==> config.mk <==
export PLATFORM = sky130hd
export DESIGN_NAME = dual_pattern_ctrl
export DESIGN_NICKNAME = d
export VERILOG_FILES = /design/src/rtl/dpc_pkg.sv /design/src/rtl/dpc_channel.sv /design/src/rtl/dpc_irq.sv /design/src/rtl/dual_pattern_ctrl.sv
export SDC_FILE = /design/constraint.sdc
export NUM_CORES = 1
export LEC_CHECK = 0
export BUFFER_PORTS_ARGS = -buffer_cell sky130_fd_sc_hd__buf_2
export CAP_MARGIN = 20
export CORE_UTILIZATION = 59
export CTS_BUF_LIST = sky130_fd_sc_hd__clkbuf_4 sky130_fd_sc_hd__clkbuf_8
export CTS_CLUSTER_DIAMETER = 100
export DETAILED_ROUTE_END_ITERATION = 10
export PLACE_DENSITY = 0.85
export SLEW_MARGIN = 10
export SYNTH_ARGS = -nofsm -noshare
export SYNTH_HDL_FRONTEND = slang
export SYNTH_SLANG_ARGS = --single-unit
==> constraint.sdc <==
create_clock -name clk_i -period 2.35 [get_ports clk_i]
set_input_delay 0 -clock clk_i [delete_from_list [all_inputs] [get_ports clk_i]]
set_output_delay 0 -clock clk_i [all_outputs]
set_load 0.005 [all_outputs]
==> src/rtl/dpc_pkg.sv <==
package dpc_pkg;
   // control word bit positions (channel index is added)
   localparam int CTRL_EN   = 0;
   localparam int CTRL_POL  = 2;
   localparam int CTRL_ICLK = 4;
   localparam int CTRL_IDAT = 6;
   localparam int CTRL_W    = 8;

   // word address map
   localparam int A_CTRL      = 0;
   localparam int A_IRQ_STATE = 1;
   localparam int A_IRQ_EN    = 2;
   localparam int A_IRQ_TEST  = 3;
   localparam int A_CH_BASE   = 4;
   localparam int OFF_DIV     = 0;
   localparam int OFF_SIZE    = 1;
   localparam int OFF_DATA    = 2;

   typedef enum logic [1:0] {
      CH_IDLE = 2'd0,
      CH_RUN  = 2'd1,
      CH_DONE = 2'd2
   } ch_state_e;
endpackage

==> src/rtl/dpc_channel.sv <==
module dpc_channel
   import dpc_pkg::*;
#(
   parameter int PAT_W = 64,
   parameter int LEN_W = $clog2(PAT_W),
   parameter int REP_W = 10,
   parameter int DIV_W = 32
) (
   input  logic             clk_i,
   input  logic             rst_ni,
   input  logic             en_i,
   input  logic             pol_i,
   input  logic             idle_clk_i,
   input  logic             idle_dat_i,
   input  logic [DIV_W-1:0] div_i,
   input  logic [LEN_W-1:0] len_i,
   input  logic [REP_W-1:0] rep_i,
   input  logic [PAT_W-1:0] pat_i,
   output logic             pcl_o,
   output logic             pda_o,
   output logic             done_o
);
   if (2 ** LEN_W != PAT_W) begin : g_bad_len
      $error("dpc_channel: PAT_W must be a power of two matching LEN_W");
   end

   ch_state_e        st_q;
   logic             sh_pol, sh_iclk, sh_idat;
   logic [DIV_W-1:0] sh_div, cnt_q;
   logic [LEN_W-1:0] sh_len, bit_q, bit_nxt;
   logic [REP_W-1:0] sh_rep, rep_q;
   logic [PAT_W-1:0] sh_pat;
   logic             ph_q, pcl_q, pda_q, done_q;

   assign bit_nxt = bit_q + LEN_W'(1);

   always_ff @(posedge clk_i or negedge rst_ni) begin
      if (!rst_ni) begin
         st_q    <= CH_IDLE;
         sh_pol  <= 1'b0;
         sh_iclk <= 1'b0;
         sh_idat <= 1'b0;
         sh_div  <= '0;
         sh_len  <= '0;
         sh_rep  <= '0;
         sh_pat  <= '0;
         cnt_q   <= '0;
         bit_q   <= '0;
         rep_q   <= '0;
         ph_q    <= 1'b0;
         pcl_q   <= 1'b0;
         pda_q   <= 1'b0;
         done_q  <= 1'b0;
      end else begin
         done_q <= 1'b0;
         case (st_q)
            CH_IDLE: begin
               sh_pol  <= pol_i;
               sh_iclk <= idle_clk_i;
               sh_idat <= idle_dat_i;
               sh_div  <= div_i;
               sh_len  <= len_i;
               sh_rep  <= rep_i;
               sh_pat  <= pat_i;
               cnt_q   <= '0;
               bit_q   <= '0;
               rep_q   <= '0;
               ph_q    <= 1'b0;
               if (en_i) begin
                  st_q  <= CH_RUN;
                  pcl_q <= pol_i;
                  pda_q <= pat_i[0];
               end else begin
                  pcl_q <= idle_clk_i;
                  pda_q <= idle_dat_i;
               end
            end
            CH_RUN: begin
               if (!en_i) begin
                  st_q  <= CH_IDLE;
                  pcl_q <= sh_iclk;
                  pda_q <= sh_idat;
               end else if (cnt_q != sh_div) begin
                  cnt_q <= cnt_q + DIV_W'(1);
               end else begin
                  cnt_q <= '0;
                  ph_q  <= ~ph_q;
                  if (!ph_q) begin
                     pcl_q <= ~sh_pol;
                  end else if (bit_q != sh_len) begin
                     bit_q <= bit_nxt;
                     pcl_q <= sh_pol;
                     pda_q <= sh_pat[bit_nxt];
                  end else if (rep_q != sh_rep) begin
                     bit_q <= '0;
                     rep_q <= rep_q + REP_W'(1);
                     pcl_q <= sh_pol;
                     pda_q <= sh_pat[0];
                  end else begin
                     st_q   <= CH_DONE;
                     done_q <= 1'b1;
                     pcl_q  <= sh_iclk;
                     pda_q  <= sh_idat;
                  end
               end
            end
            CH_DONE: begin
               pcl_q <= sh_iclk;
               pda_q <= sh_idat;
               if (!en_i) st_q <= CH_IDLE;
            end
            default: st_q <= CH_IDLE;
         endcase
      end
   end

   assign pcl_o  = pcl_q;
   assign pda_o  = pda_q;
   assign done_o = done_q;

   // completion is a single-cycle event
   p_done_single_r7: assert property (@(posedge clk_i) disable iff (!rst_ni)
      done_q |=> !done_q);
   // outputs rest at the captured idle levels after completion
   p_done_idle_r7: assert property (@(posedge clk_i) disable iff (!rst_ni)
      (st_q == CH_DONE) |-> (pcl_q == sh_iclk && pda_q == sh_idat));
   // clock level is held while the divider counts
   p_div_hold_r4: assert property (@(posedge clk_i) disable iff (!rst_ni)
      (st_q == CH_RUN && $past(st_q == CH_RUN) && cnt_q != '0) |-> $stable(pcl_q));
   // settings are frozen once a channel has left idle
   p_cfg_frozen_r10: assert property (@(posedge clk_i) disable iff (!rst_ni)
      (st_q != CH_IDLE && $past(st_q != CH_IDLE)) |-> ($stable(sh_pat) && $stable(sh_div)));
   // disabled channel follows the live idle levels
   p_idle_lvl_r3: assert property (@(posedge clk_i) disable iff (!rst_ni)
      ($past(st_q == CH_IDLE) && !$past(en_i)) |->
         (pcl_q == $past(idle_clk_i) && pda_q == $past(idle_dat_i)));
endmodule

==> src/rtl/dpc_irq.sv <==
module dpc_irq #(
   parameter int NCH = 2
) (
   input  logic           clk_i,
   input  logic           rst_ni,
   input  logic [NCH-1:0] done_i,
   input  logic [NCH-1:0] clr_i,
   input  logic [NCH-1:0] set_i,
   input  logic [NCH-1:0] en_i,
   output logic [NCH-1:0] state_o,
   output logic [NCH-1:0] irq_o
);
   if (NCH < 1) begin : g_bad_nch
      $error("dpc_irq: NCH must be at least 1");
   end

   logic [NCH-1:0] state_q;

   always_ff @(posedge clk_i or negedge rst_ni) begin
      if (!rst_ni) state_q <= '0;
      else         state_q <= (state_q & ~clr_i) | done_i | set_i;
   end

   assign state_o = state_q;
   assign irq_o   = state_q & en_i;

   for (genvar i = 0; i < NCH; i++) begin : g_chk
      p_sticky_r8: assert property (@(posedge clk_i) disable iff (!rst_ni)
         (state_q[i] && !clr_i[i]) |=> state_q[i]);
      p_set_r8: assert property (@(posedge clk_i) disable iff (!rst_ni)
         (done_i[i] || set_i[i]) |=> state_q[i]);
      p_w1c_r8: assert property (@(posedge clk_i) disable iff (!rst_ni)
         (clr_i[i] && !done_i[i] && !set_i[i]) |=> !state_q[i]);
   end
endmodule

==> src/rtl/dual_pattern_ctrl.sv <==
module dual_pattern_ctrl
   import dpc_pkg::*;
#(
   parameter int DATA_WORDS = 2,
   parameter int REP_W      = 10,
   parameter int DIV_W      = 32,
   parameter int ADDR_W     = 4
) (
   input  logic              clk_i,
   input  logic              rst_ni,
   input  logic              bus_valid_i,
   input  logic              bus_write_i,
   input  logic [ADDR_W-1:0] bus_addr_i,
   input  logic [31:0]       bus_wdata_i,
   output logic              bus_ready_o,
   output logic [31:0]       bus_rdata_o,
   output logic              pcl0_o,
   output logic              pda0_o,
   output logic              pcl1_o,
   output logic              pda1_o,
   output logic              irq_done0_o,
   output logic              irq_done1_o
);
   localparam int NCH       = 2;
   localparam int REG_W     = 32;
   localparam int PAT_W     = REG_W * DATA_WORDS;
   localparam int LEN_W     = $clog2(PAT_W);
   localparam int SIZE_W    = LEN_W + REP_W;
   localparam int CH_STRIDE = OFF_DATA + DATA_WORDS;
   localparam int LAST_ADDR = A_CH_BASE + NCH * CH_STRIDE;

   if (DIV_W < 1 || DIV_W > REG_W) begin : g_bad_div
      $error("dual_pattern_ctrl: DIV_W out of range");
   end
   if (SIZE_W > REG_W) begin : g_bad_size
      $error("dual_pattern_ctrl: size fields exceed a register");
   end
   if (LAST_ADDR > 2 ** ADDR_W) begin : g_bad_addr
      $error("dual_pattern_ctrl: ADDR_W too small for the map");
   end

   logic              wr;
   logic [CTRL_W-1:0] ctrl_q;
   logic [NCH-1:0]    irq_en_q, irq_clr, irq_set, irq_state, irq_line, ch_done;
   logic [NCH-1:0]    ch_pcl, ch_pda;
   logic [REG_W-1:0]  ch_rdata [NCH];
   logic [REG_W-1:0]  rdata;

   assign wr          = bus_valid_i & bus_write_i;
   assign bus_ready_o = 1'b1;

   always_ff @(posedge clk_i or negedge rst_ni) begin
      if (!rst_ni) begin
         ctrl_q   <= '0;
         irq_en_q <= '0;
      end else if (wr) begin
         if (bus_addr_i == ADDR_W'(A_CTRL))   ctrl_q   <= bus_wdata_i[CTRL_W-1:0];
         if (bus_addr_i == ADDR_W'(A_IRQ_EN)) irq_en_q <= bus_wdata_i[NCH-1:0];
      end
   end

   assign irq_clr = (wr && bus_addr_i == ADDR_W'(A_IRQ_STATE)) ? bus_wdata_i[NCH-1:0] : '0;
   assign irq_set = (wr && bus_addr_i == ADDR_W'(A_IRQ_TEST))  ? bus_wdata_i[NCH-1:0] : '0;

   for (genvar c = 0; c < NCH; c++) begin : g_ch
      localparam int BASE = A_CH_BASE + c * CH_STRIDE;
      logic [DIV_W-1:0]  div_q;
      logic [SIZE_W-1:0] size_q;
      logic [PAT_W-1:0]  pat_q;
      logic [REG_W-1:0]  rd;

      always_ff @(posedge clk_i or negedge rst_ni) begin
         if (!rst_ni) begin
            div_q  <= '0;
            size_q <= '0;
            pat_q  <= '0;
         end else if (wr) begin
            if (bus_addr_i == ADDR_W'(BASE + OFF_DIV))  div_q  <= bus_wdata_i[DIV_W-1:0];
            if (bus_addr_i == ADDR_W'(BASE + OFF_SIZE)) size_q <= bus_wdata_i[SIZE_W-1:0];
            for (int w = 0; w < DATA_WORDS; w++) begin
               if (bus_addr_i == ADDR_W'(BASE + OFF_DATA + w))
                  pat_q[w*REG_W +: REG_W] <= bus_wdata_i;
            end
         end
      end

      always_comb begin
         rd = '0;
         if (bus_addr_i == ADDR_W'(BASE + OFF_DIV))  rd = REG_W'(div_q);
         if (bus_addr_i == ADDR_W'(BASE + OFF_SIZE)) rd = REG_W'(size_q);
         for (int w = 0; w < DATA_WORDS; w++) begin
            if (bus_addr_i == ADDR_W'(BASE + OFF_DATA + w)) rd = pat_q[w*REG_W +: REG_W];
         end
      end
      assign ch_rdata[c] = rd;

      dpc_channel #(
         .PAT_W (PAT_W),
         .LEN_W (LEN_W),
         .REP_W (REP_W),
         .DIV_W (DIV_W)
      ) u_chan (
         .clk_i      (clk_i),
         .rst_ni     (rst_ni),
         .en_i       (ctrl_q[CTRL_EN + c]),
         .pol_i      (ctrl_q[CTRL_POL + c]),
         .idle_clk_i (ctrl_q[CTRL_ICLK + c]),
         .idle_dat_i (ctrl_q[CTRL_IDAT + c]),
         .div_i      (div_q),
         .len_i      (size_q[LEN_W-1:0]),
         .rep_i      (size_q[SIZE_W-1:LEN_W]),
         .pat_i      (pat_q),
         .pcl_o      (ch_pcl[c]),
         .pda_o      (ch_pda[c]),
         .done_o     (ch_done[c])
      );
   end

   dpc_irq #(.NCH(NCH)) u_irq (
      .clk_i   (clk_i),
      .rst_ni  (rst_ni),
      .done_i  (ch_done),
      .clr_i   (irq_clr),
      .set_i   (irq_set),
      .en_i    (irq_en_q),
      .state_o (irq_state),
      .irq_o   (irq_line)
   );

   always_comb begin
      rdata = '0;
      if (bus_addr_i == ADDR_W'(A_CTRL))           rdata = REG_W'(ctrl_q);
      else if (bus_addr_i == ADDR_W'(A_IRQ_STATE)) rdata = REG_W'(irq_state);
      else if (bus_addr_i == ADDR_W'(A_IRQ_EN))    rdata = REG_W'(irq_en_q);
      else begin
         for (int c = 0; c < NCH; c++) rdata = rdata | ch_rdata[c];
      end
   end

   assign bus_rdata_o = (bus_valid_i && !bus_write_i) ? rdata : '0;
   assign pcl0_o      = ch_pcl[0];
   assign pda0_o      = ch_pda[0];
   assign pcl1_o      = ch_pcl[1];
   assign pda1_o      = ch_pda[1];
   assign irq_done0_o = irq_line[0];
   assign irq_done1_o = irq_line[1];

   // addresses past the map read as zero
   p_unmapped_r2: assert property (@(posedge clk_i) disable iff (!rst_ni)
      (bus_valid_i && !bus_write_i && int'(bus_addr_i) >= LAST_ADDR) |-> bus_rdata_o == '0);
endmodule

Word-level counts from Yosys, hierarchy flattened

Index checks and enable logic that the tools add are counted.

Register bits after elaboration: 574
Output and inout bits: 39
Word-level logic and storage cells: 250

Add/subtract/negate cells: 6
Magnitude comparators: 2
Equal/unequal tests: 45
Muxes and demuxes: 110
Bitwise logic cells: 11
Reductions and logical operators: 35

Operator list:

| operator                                                              | number |
|---|---|
| 32-bit two-way mux                                                    | 16 |
| 32-bit one-hot mux with 2 select lines                                | 2 |
| 10-bit two-way mux                                                    | 10 |
| 32-bit by 1-bit adder with 32-bit output, second input constant       | 2 |
| 32-bit != test                                                        | 2 |
| 6-bit two-way mux                                                     | 10 |
| 1-bit two-way mux                                                     | 42 |
| 10-bit one-hot mux with 2 select lines                                | 2 |
| 2-bit two-way mux                                                     | 16 |
| 32-bit bitwise OR                                                     | 1 |
| 2-bit AND reduction                                                   | 14 |
| 6-bit one-hot mux with 2 select lines                                 | 2 |
| 6-bit AND reduction                                                   | 4 |
| 10-bit by 1-bit adder with 10-bit output, second input constant       | 2 |
| 10-bit != test                                                        | 2 |
| 2-bit != test, second input constant                                  | 10 |
| 3-bit != test, second input constant                                  | 6 |
| 4-bit by 3-bit equality test with 1-bit output, second input constant | 4 |
| 4-bit equality test, second input constant                            | 4 |
| 6-bit by 7-bit < comparator with 1-bit output, second input constant  | 2 |
| 6-bit by 1-bit adder with 6-bit output, second input constant         | 2 |
| 1-bit binary-select mux with 6-bit select                             | 2 |
| 6-bit != test                                                         | 2 |
| 1-bit one-hot mux with 3 select lines                                 | 4 |
| 22 further kinds                                                      | 46 |

Depth between registers and ports, before layout

Gate-level depths: netlist of run 1.

Depth after elaboration: 10
Depth in mapped cells: 10
Mapped depth without buffers: 9

Modules after synthesis

Synthesis of run 1 repeated with hierarchy kept, for this count alone.

Cell total of the unflattened synthesis: 2131
Area total of the unflattened synthesis: 27530.2 um^2

By module, submodules not included:

| module                        | times used | cells an instance | area each (um^2) |
|---|---|---|---|
| dual_pattern_ctrl             | 1          | 735               | 10795.4 |
| dpc_channel at g_ch[1].u_chan | 1          | 720               | 8376.8 |
| dpc_channel at g_ch[0].u_chan | 1          | 666               | 8269.2 |
| dpc_irq                       | 1          | 10                | 88.8 |

Worst setup path before layout of run 1

No wires, ideal clock.

Kind: flip-flop to flip-flop
Start point: register g_ch[1].u_chan.bit_q[1]
End point: register g_ch[1].u_chan.pda_q
Library setup time: 0.128 ns
Arrival: 2.293 ns
Required time: 2.222 ns
Slack: -0.072 ns
Stages on the path, launching flop included: 8
Path buffers: 1
Period minus slack after synthesis: 2.422 ns
Cell sequence: dfrtp_1 > ha_1 > buf_2 > mux4_2 > mux4_2 > and2_1 > nor3_1 > o31ai_1

Cells in the longest elaborated chain, start to end: 8
Elaborated cells between the ends (all ways): 9

Ends and longest elaborated chain:

| what                                      | RTL line          | text |
|---|---|---|
| from (decl)                               | dpc_channel.sv:30 | `logic [LEN_W-1:0] sh_len, bit_q, bit_nxt;` |
| from (signal assigned)                    | dpc_channel.sv:91 | `bit_q <= bit_nxt;` |
| 6-bit by 1-bit adder with 6-bit output    | dpc_channel.sv:35 | `assign bit_nxt = bit_q + LEN_W'(1);` |
| 1-bit binary-select mux with 6-bit select | dpc_channel.sv:93 | `pda_q <= sh_pat[bit_nxt];` |
| 1-bit two-way mux (implied by the code)   | dpc_channel.sv:93 |  |
| 1-bit two-way mux (*)                     | dpc_channel.sv:90 | `end else if (bit_q != sh_len) begin` |
| 1-bit two-way mux (*)                     | dpc_channel.sv:88 | `if (!ph_q) begin` |
| 1-bit two-way mux (*)                     | dpc_channel.sv:83 | `end else if (cnt_q != sh_div) begin` |
| 1-bit two-way mux (*)                     | dpc_channel.sv:79 | `if (!en_i) begin` |
| 1-bit one-hot mux with 3 select lines (*) | dpc_channel.sv:56 | `case (st_q)` |
| to (signal assigned)                      | dpc_channel.sv:82 | `pda_q <= sh_idat;` |
| to (signal assigned)                      | dpc_channel.sv:93 |  |
| to (signal assigned)                      | dpc_channel.sv:98 | `pda_q <= sh_pat[0];` |
| to (decl)                                 | dpc_channel.sv:33 | `logic ph_q, pcl_q, pda_q, done_q;` |

Mark *: on every way between the ends. The rest lies on a longest branch, timed or not. The select of a mux whose other input is x is not followed.
A chain may end at the register's enable or synchronous reset.

Final worst setup path of run 1

Start point: register g_ch[0].u_chan.cnt_q[12]
End point: register g_ch[0].u_chan.bit_q[2]

Cells in the longest elaborated chain, start to end: 3

Ends and longest elaborated chain:

| what                                 | RTL line          | text |
|---|---|---|
| from (decl)                          | dpc_channel.sv:29 | `logic [DIV_W-1:0] sh_div, cnt_q;` |
| from (signal assigned)               | dpc_channel.sv:84 | `cnt_q <= cnt_q + DIV_W'(1);` |
| 32-bit != test                       | dpc_channel.sv:83 |  |
| 2-bit != test (no source line)       | n/a               |  |
| 5-bit AND reduction (no source line) | n/a               |  |
| to (signal assigned)                 | dpc_channel.sv:91 |  |
| to (decl)                            | dpc_channel.sv:30 |  |

Every way passes these cells.

==> results of run 1 <==
## cell type report
class | instances | area (um^2) | share of cell area, %
antenna | 5 | 12.5 | 0.0389
clock buffer | 140 | 1780 | 5.54
clock inverter | 21 | 221 | 0.688
timing repair buffer | 297 | 2480 | 7.71
tap | 592 | 741 | 2.30
multi-input combinational | 1436 | 12500 | 38.8
inverter | 24 | 90.1 | 0.280
sequential | 574 | 14400 | 44.7
## cell usage after synthesis, types with 21 or more instances
cell type / instances / share of area (%)
nand4_1: 34 / 0.79
a22oi_1: 61 / 1.7
nor4_1: 23 / 0.53
mux2i_1: 74 / 2.7
nor2_1: 107 / 1.5
clkbuf_1: 87 / 1.2
nand3_1: 37 / 0.69
xnor2_1: 65 / 2.1
o21ai_0: 59 / 1.1
buf_2: 21 / 0.39
inv_1: 24 / 0.33
a21oi_1: 40 / 0.74
dfrtp_1: 574 / 53
mux2_2: 473 / 20
nand2_1: 118 / 1.6
xor2_1: 97 / 3.1
## stage by stage
stage | cells | cell area (um^2) | total power, W | utilization, %
finish | 3089 | 32200 | 0.0334 | 72.0
global route | 3087 | 32200 | 0.0347 | 72.0
CTS | 3064 | 31800 | 0.0328 | 71.0
detailed placement | 2850 | 29100 | 0.0232 | 65.0
global placement | 2850 | 29100 | 0.0227 | 65.0
floorplan | 2156 | 27000 | 0.0200 | -
## timing repair
item / 4_1_cts / 5_1_grt
buffers inserted: 10 / 21
gates cloned: 2 / 0
pin swaps: 21 / 46
gates resized for setup: 29 / 68
hold buffers: 43 / 0
hold endpoints to repair: 753 / 0
setup endpoints to repair: 24 / 69
## registers in the layout, indices dropped and copies added, names as in the netlist, 4 cells and up
signal              flops
g_ch.size_q            32
g_ch.u_chan.sh_rep     20
g_ch.u_chan.st_q        4
g_ch.u_chan.sh_div     64
g_ch.div_q             64
g_ch.u_chan.bit_q      12
g_ch.u_chan.rep_q      20
g_ch.u_chan.sh_pat    128
g_ch.pat_q            128
g_ch.u_chan.sh_len     12
g_ch.u_chan.cnt_q      64
ctrl_q                  8
## worst paths after layout
check	to	slack (ps)	start	depth (start not counted)
max	g_ch[0].u_chan.bit_q[2]	-150	g_ch[0].u_chan.cnt_q[12]	9
min	g_ch[1].u_chan.sh_pat[48]	50	rst_ni	3
max reg2reg	g_ch[0].u_chan.bit_q[2]	-150	g_ch[0].u_chan.cnt_q[12]	9
min reg2reg	u_irq.state_o[0]	480	g_ch[0].u_chan.done_o	1
max in group asynchronous	g_ch[1].u_chan.rep_q[4]	1830	rst_ni	4
min in group clk_i	u_irq.state_o[0]	120	bus_addr_i[1]	4
## critical path: stages (launching register included)
cell     delay (ps)
dfrtp_1         420
xor2_2          210
nor4_4          330
nand4_1         210
buf_4           200
buf_6           120
o31ai_4         260
a21bo_4         290
a21o_1          150
a22o_1          210
## power groups by stage
stage,Combinational (W),Clock (W),Sequential [W]
2_1_floorplan,0.00614,0,0.0139
3_3_place_gp,0.00807,0,0.0146
3_5_place_dp,0.00840,0,0.0148
4_1_cts,0.00874,0.00937,0.0147
5_1_grt,0.00986,0.00983,0.0150
6_report,0.00928,0.00930,0.0148
## metal layers
metal	wire length (um)	vias to the layer above	track usage (%)
met5	13	-	0
met4	2660	2	12.8
met3	6800	192	6.31
met2	35600	1071	50.4
met1	29900	10100	44.5
li1	-	8355	-
## logic make-up after synthesis
family | Yosys count | share of synthesized area [%]
flops | 574 | 53.2
fa+ha+maj | 14 | 0.649
mux | 562 | 23.7
xor+xnor | 166 | 5.54
compound gates | 268 | 6.85
simple gates | 424 | 7.85
buf+inv | 147 | 2.21
other cells | 1 | 0.0139
==> impl_metrics.env, run 1 <==
export IMPL_critPathLaunchType="flop"
export IMPL_synth_area_per_cell_um2=12.5
export IMPL_final_cell_mix="dfrtp_1 (567), mux2_2 (470), buf_4 (148), clkbuf_8 (117), nand2_1 (116)"
export IMPL_wl_per_cell_um=24.3
export IMPL_synthArstFlopShare_pct=100
export IMPL_p_comb_share_pct=27.8
export IMPL_ys_seq_area_share_pct=53.2
export IMPL_vias=19700
export IMPL_initial_core_util_pct=60.4
export IMPL_drive_above_1_share_pct=40.2
export IMPL_via_per_inst=6.38
export IMPL_antenna_found_initial=5
export IMPL_dpl_worst_slack_ps=-328
export IMPL_violations="negative setup slack"
export IMPL_yosys_cell_types_count=72
export IMPL_arrival_ps=3070
export IMPL_whs_ps=48.7
export IMPL_drtAntennaViolNets=0
export IMPL_status="complete, but fails checks"
export IMPL_cp_required_ps=2920
export IMPL_ioPinCount=79
export IMPL_p_int_w=0.0226
export IMPL_place_port_buffers=77
export IMPL_min_period_ps=2500
export IMPL_worstMarginPinSlew_ps=1030
export IMPL_grt_util_all_layers_pct=32.2
export IMPL_final_hold_violation_count=0
export IMPL_finalCritPeriodShare_pct=107
export IMPL_path_clk_slew_ps=60
export IMPL_power_density_nw_per_um2=1040
export IMPL_setup_viol=20
export IMPL_drtIter0Drc=2371
export IMPL_leakage_nw=14.6
export IMPL_die_area_um2=46600
export IMPL_nFillCells=2870
export IMPL_cap_violations=0
export IMPL_cts_num_sinks=574
export IMPL_sequentialPowerShare_pct=44.3
export IMPL_cts_tree="done"
export IMPL_rsz0062_at_grt="true"
export IMPL_ys_seq_elements=574
export IMPL_grt_pass1_wl_mm=115
export IMPL_core_area_um2=44700
export IMPL_clk_latency_ps=700
export IMPL_die_y_um=216
export IMPL_netlist_area_um2=27000
export IMPL_p_sw_share_pct=32.2
export IMPL_grt_pass1_vias=20000
export IMPL_final_common_cell="dfrtp_1"
export IMPL_cts_buffer_depth=3
export IMPL_dr_pass1_iters=8
export IMPL_h_tree_depth=3
export IMPL_cts_root_buf="clkbuf_8"
export IMPL_hold_path_class="in2async"
export IMPL_drt_wl_total_mm=75.0
export IMPL_numCtsBuffers=92
export IMPL_core_rowCount=77
export IMPL_yosysWarningCount=0
export IMPL_grt_max_degree=121
export IMPL_slew_headroom_pct=31.6
export IMPL_hpwlAfterDp_mm=49.6
export IMPL_pwr_share_clk_pct=27.9
export IMPL_syn_instance_count=2156
export IMPL_gp_routability_congestion=0.982
export IMPL_syn_to_final_growth_pct=19.2
export IMPL_synthesis_nets=2210
export IMPL_fin_setup_tns_ps=-1350
export IMPL_endpoint_kind="flop"
export IMPL_drc=0
export IMPL_overflow=0
export IMPL_ir_worst_vdd_mv=0.703
export IMPL_die_w_um=216
export IMPL_power_switching_w=0.0107
export IMPL_synth_edf_count=0
export IMPL_crit_fanout=5
export IMPL_fin_ws_ps=-154
export IMPL_clock_skew_ps=39.6
export IMPL_critPathKind="reg2reg"
export IMPL_synthFlopType="dfrtp_1"
export IMPL_max_freq_ghz=0.399
export IMPL_nNetsFinal=2479
export IMPL_slew_violations=0
(Power assumes the default switching activity.)
==> run 2: changes to the inputs <==
--- a/config.mk
+++ b/config.mk
@@ -15,4 +15,5 @@
 export SLEW_MARGIN = 10
 export SYNTH_ARGS = -nofsm -noshare
 export SYNTH_HDL_FRONTEND = slang
+export SYNTH_HIERARCHICAL = 1
 export SYNTH_SLANG_ARGS = --single-unit
==> impl_metrics.env, run 2 <==
export IMPL_drtIter0Drc=1991
export IMPL_synth_area_top_cells="dfrtp_1 (52%), mux2_2 (20%), xor2_1 (3.2%)"
export IMPL_synthFlopType="dfrtp_1"
export IMPL_worstMarginPinSlew_ps=997
export IMPL_syn_to_final_growth_pct=18.5
export IMPL_drive_above_1_share_pct=42.2
export IMPL_synth_edf_count=0
export IMPL_overflow=0
export IMPL_antenna_found_initial=2
export IMPL_yosys_cell_types_count=74
export IMPL_netlist_area_um2=27500
export IMPL_via_per_inst=6.44
export IMPL_hold_depth=5
export IMPL_ys_seq_elements=574
export IMPL_nNetsFinal=2438
export IMPL_status="complete, but fails checks"
export IMPL_cts_tree="done"
export IMPL_instances_no_fill=3052
export IMPL_ioPinCount=79
export IMPL_leakage_nw=14.9
export IMPL_cts_buffer_depth=3
export IMPL_ff2ff_path_depth=8
export IMPL_cts_root_buf="clkbuf_8"
export IMPL_hpwlAfterDp_mm=49.7
export IMPL_synth_top_family_by_area="multiplexers"
export IMPL_grt_max_degree=101
export IMPL_rsz0062_at_grt="true"
export IMPL_grt_pass1_vias=20000
export IMPL_slew_headroom_pct=33.6
export IMPL_grt_busiest_layer="met2"
export IMPL_dp_cells=2834
export IMPL_crit_fanout=13
export IMPL_fin_ws_ps=-192
export IMPL_critPathKind="reg2reg"
export IMPL_final_cell_mix="dfrtp_1 (571), mux2_2 (496), nor2_1 (133), buf_4 (127), clkbuf_8 (121)"
export IMPL_power_w=0.0362
export IMPL_p_int_w=0.0240
export IMPL_min_period_ps=2540
export IMPL_dr_pass1_iters=5
export IMPL_grtUsageMet2_pct=51.3
export IMPL_die_area_um2=47500
export IMPL_cp_slowest_cell="mux4_2"
export IMPL_cts_num_sinks=574
export IMPL_syn_instance_count=2131
export IMPL_final_common_cell="dfrtp_1"
export IMPL_synth_compound_area_share_pct=5.22
export IMPL_r2r_slack_ps=-190
export IMPL_grt_util_all_layers_pct=32.5
export IMPL_finalCritPeriodShare_pct=108
export IMPL_hold_path_class="in2reg"
export IMPL_reg_largest_list="g_ch.pat_q x128, g_ch.u_chan/sh_pat x128"
export IMPL_drc=0
export IMPL_synth_simple_gate_area_share_pct=8.24
export IMPL_place_area_um2=29500
export IMPL_sequentialPowerShare_pct=41.4
export IMPL_grt_util_met3_pct=6.83
export IMPL_synth_most_common_cell="dfrtp_1"
export IMPL_clk_latency_ps=680
export IMPL_die_w_um=218
export IMPL_violations="negative setup slack"
export IMPL_yosys_top_cells_count="dfrtp_1 (574), mux2_2 (499), nor2_1 (136), xor2_1 (101), xnor2_1 (73)"
export IMPL_endpoint_kind="flop"
export IMPL_slew_violations=0
export IMPL_ir_worst_vdd_mv=0.654
export IMPL_gp_routability_congestion=0.946
export IMPL_numCtsBuffers=93
export IMPL_max_freq_ghz=0.393
export IMPL_drt_wl_total_mm=77.0
export IMPL_synthArstFlopShare_pct=100
export IMPL_final_hold_violation_count=0
export IMPL_synthMuxAreaShare_pct=25.7
export IMPL_final_cell_area_um2=32600
export IMPL_regArea_um2=14400
export IMPL_synth_xor_area_share_pct=5.64
export IMPL_drtAntennaViolNets=0
export IMPL_ys_seq_area_share_pct=52.2
export IMPL_met1_usage_pct=44.9
export IMPL_h_tree_depth=3
export IMPL_nFillCells=2842
export IMPL_path_clk_slew_ps=70
export IMPL_grt_pass1_wl_mm=117
export IMPL_slowest_delay_ps=530
export IMPL_synthesis_nets=2185
export IMPL_p_sw_share_pct=33.7
export IMPL_initial_core_util_pct=60.3
export IMPL_clock_skew_ps=31.5
export IMPL_wl_per_cell_um=25.2
export IMPL_critPathLaunchType="flop"
export IMPL_p_comb_share_pct=32.7
export IMPL_synth_adder_area_share_pct=0.636
export IMPL_arrival_ps=3090
export IMPL_yosysWarningCount=6
export IMPL_pwr_share_clk_pct=25.9
export IMPL_core_rowCount=78
export IMPL_cp_required_ps=2900
export IMPL_die_y_um=218
export IMPL_vias=19700
export IMPL_synth_area_per_cell_um2=12.9
export IMPL_power_switching_w=0.0122
export IMPL_cap_violations=0
export IMPL_whs_ps=146
export IMPL_crit_chain="ha_4 > buf_12 > mux4_2 > nor3b_1 > a211o_1 > nand4b_1 > o211ai_1 > a31oi_1"
export IMPL_place_port_buffers=77
export IMPL_yosysTopAreaCellShare_pct=52.2
export IMPL_synth_largest_area_cell="dfrtp_1"
export IMPL_multi_input_area_um2=13000
export IMPL_setup_viol=9
export IMPL_core_area_um2=45700
export IMPL_power_density_nw_per_um2=1110
## run 2: changes by cell type after synthesis, sizes merged, moves of 31 or more
cell | before | now
nand2 | 118 | 57
nor2 | 107 | 143
mux2 | 475 | 510
o21ai | 59 | 25
mux2i | 74 | 43
## run 2: logic make-up (layout without fill, tap and decap cells)
| family | after synthesis | after routing |
|---|---|---|
| mux | 593 | 593 |
| buf+inv | 150 | 469 |
| compound gates | 190 | 190 |
| xor+xnor | 175 | 175 |
| simple gates | 434 | 434 |
| fa+ha+maj | 14 | 14 |
| flops | 574 | 574 |
| other cells | 1 | 3 |
## run 2: timing repair
action                                  CTS  global route
endpoints found under the setup margin   59            87
pin swaps                                19            19
hold buffers                             42             0
gates cloned                              1             1
setup buffers                             6             5
endpoints found under the hold margin   810             0
gates resized for setup                  51            54
## run 2: area by class of cell
class	instances	share of cell area [%]
repair buffers	279	7.32
well taps	600	2.30
clock inverters	17	0.537
diodes	2	0.0153
inverters	29	0.334
multi-input cells	1407	39.8
flip-flops and latches	574	44.0
clock buffers	144	5.63
## run 2: power by group through the flow
| stage | Sequential [W] | Combinational, W | Clock [W] |
|---|---|---|---|
| after floorplan | 0.0139 | 0.00760 | 0 |
| after global placement | 0.0147 | 0.0102 | 0 |
| after detailed placement | 0.0149 | 0.0106 | 0 |
| after CTS | 0.0148 | 0.0112 | 0.00945 |
| after global routing | 0.0152 | 0.0124 | 0.00988 |
| final | 0.0150 | 0.0118 | 0.00937 |
## run 2: final timing paths
kind	from	end
setup / recovery	g_ch[0].u_chan/bit_q[0]	g_ch[0].u_chan/pda_o
hold / removal	bus_addr_i[0]	u_irq/state_o[0]
setup reg to reg	g_ch[0].u_chan/bit_q[0]	g_ch[0].u_chan/pda_o
hold reg to reg	g_ch[0].u_chan/sh_pat[1]	g_ch[0].u_chan/sh_pat[1]
max in group asynchronous	rst_ni	g_ch[0].u_chan/rep_q[2]
min in group asynchronous	rst_ni	g_ch[1].u_chan/sh_pat[28]
## run 2: layer usage
| metal | vias to the layer above | share of wire, % | wire length, um |
|---|---|---|---|
| met1 | 10200 | 41 | 31500 |
| met4 | 0 | 2.9 | 2210 |
| met2 | 1031 | 48 | 36600 |
| met3 | 197 | 8.7 | 6700 |
| met5 | - | 0 | 0 |
| li1 | 8257 | - | - |
## run 2: stage by stage
stage                     TNS [ps]  utilization [%]  setup slack [ps]
final                         -857             71.4              -192
after global routing         -2030             71.4              -260
after CTS                     -273             70.7             -96.3
after detailed placement     -3590             64.7              -292
after global placement       -1300             64.7              -294
after floorplan                  0                -              38.3
## run 2: worst max-delay path: cells and delay by family (launching register included)
family	cells	cell delay, ps
adder cells (fa/ha/maj)	1	360
multiplexers	1	530
flip-flops	1	460
buffers and inverters	1	170
AND/OR/NAND/NOR	2	420
AO/OA/AOI/OAI	3	470
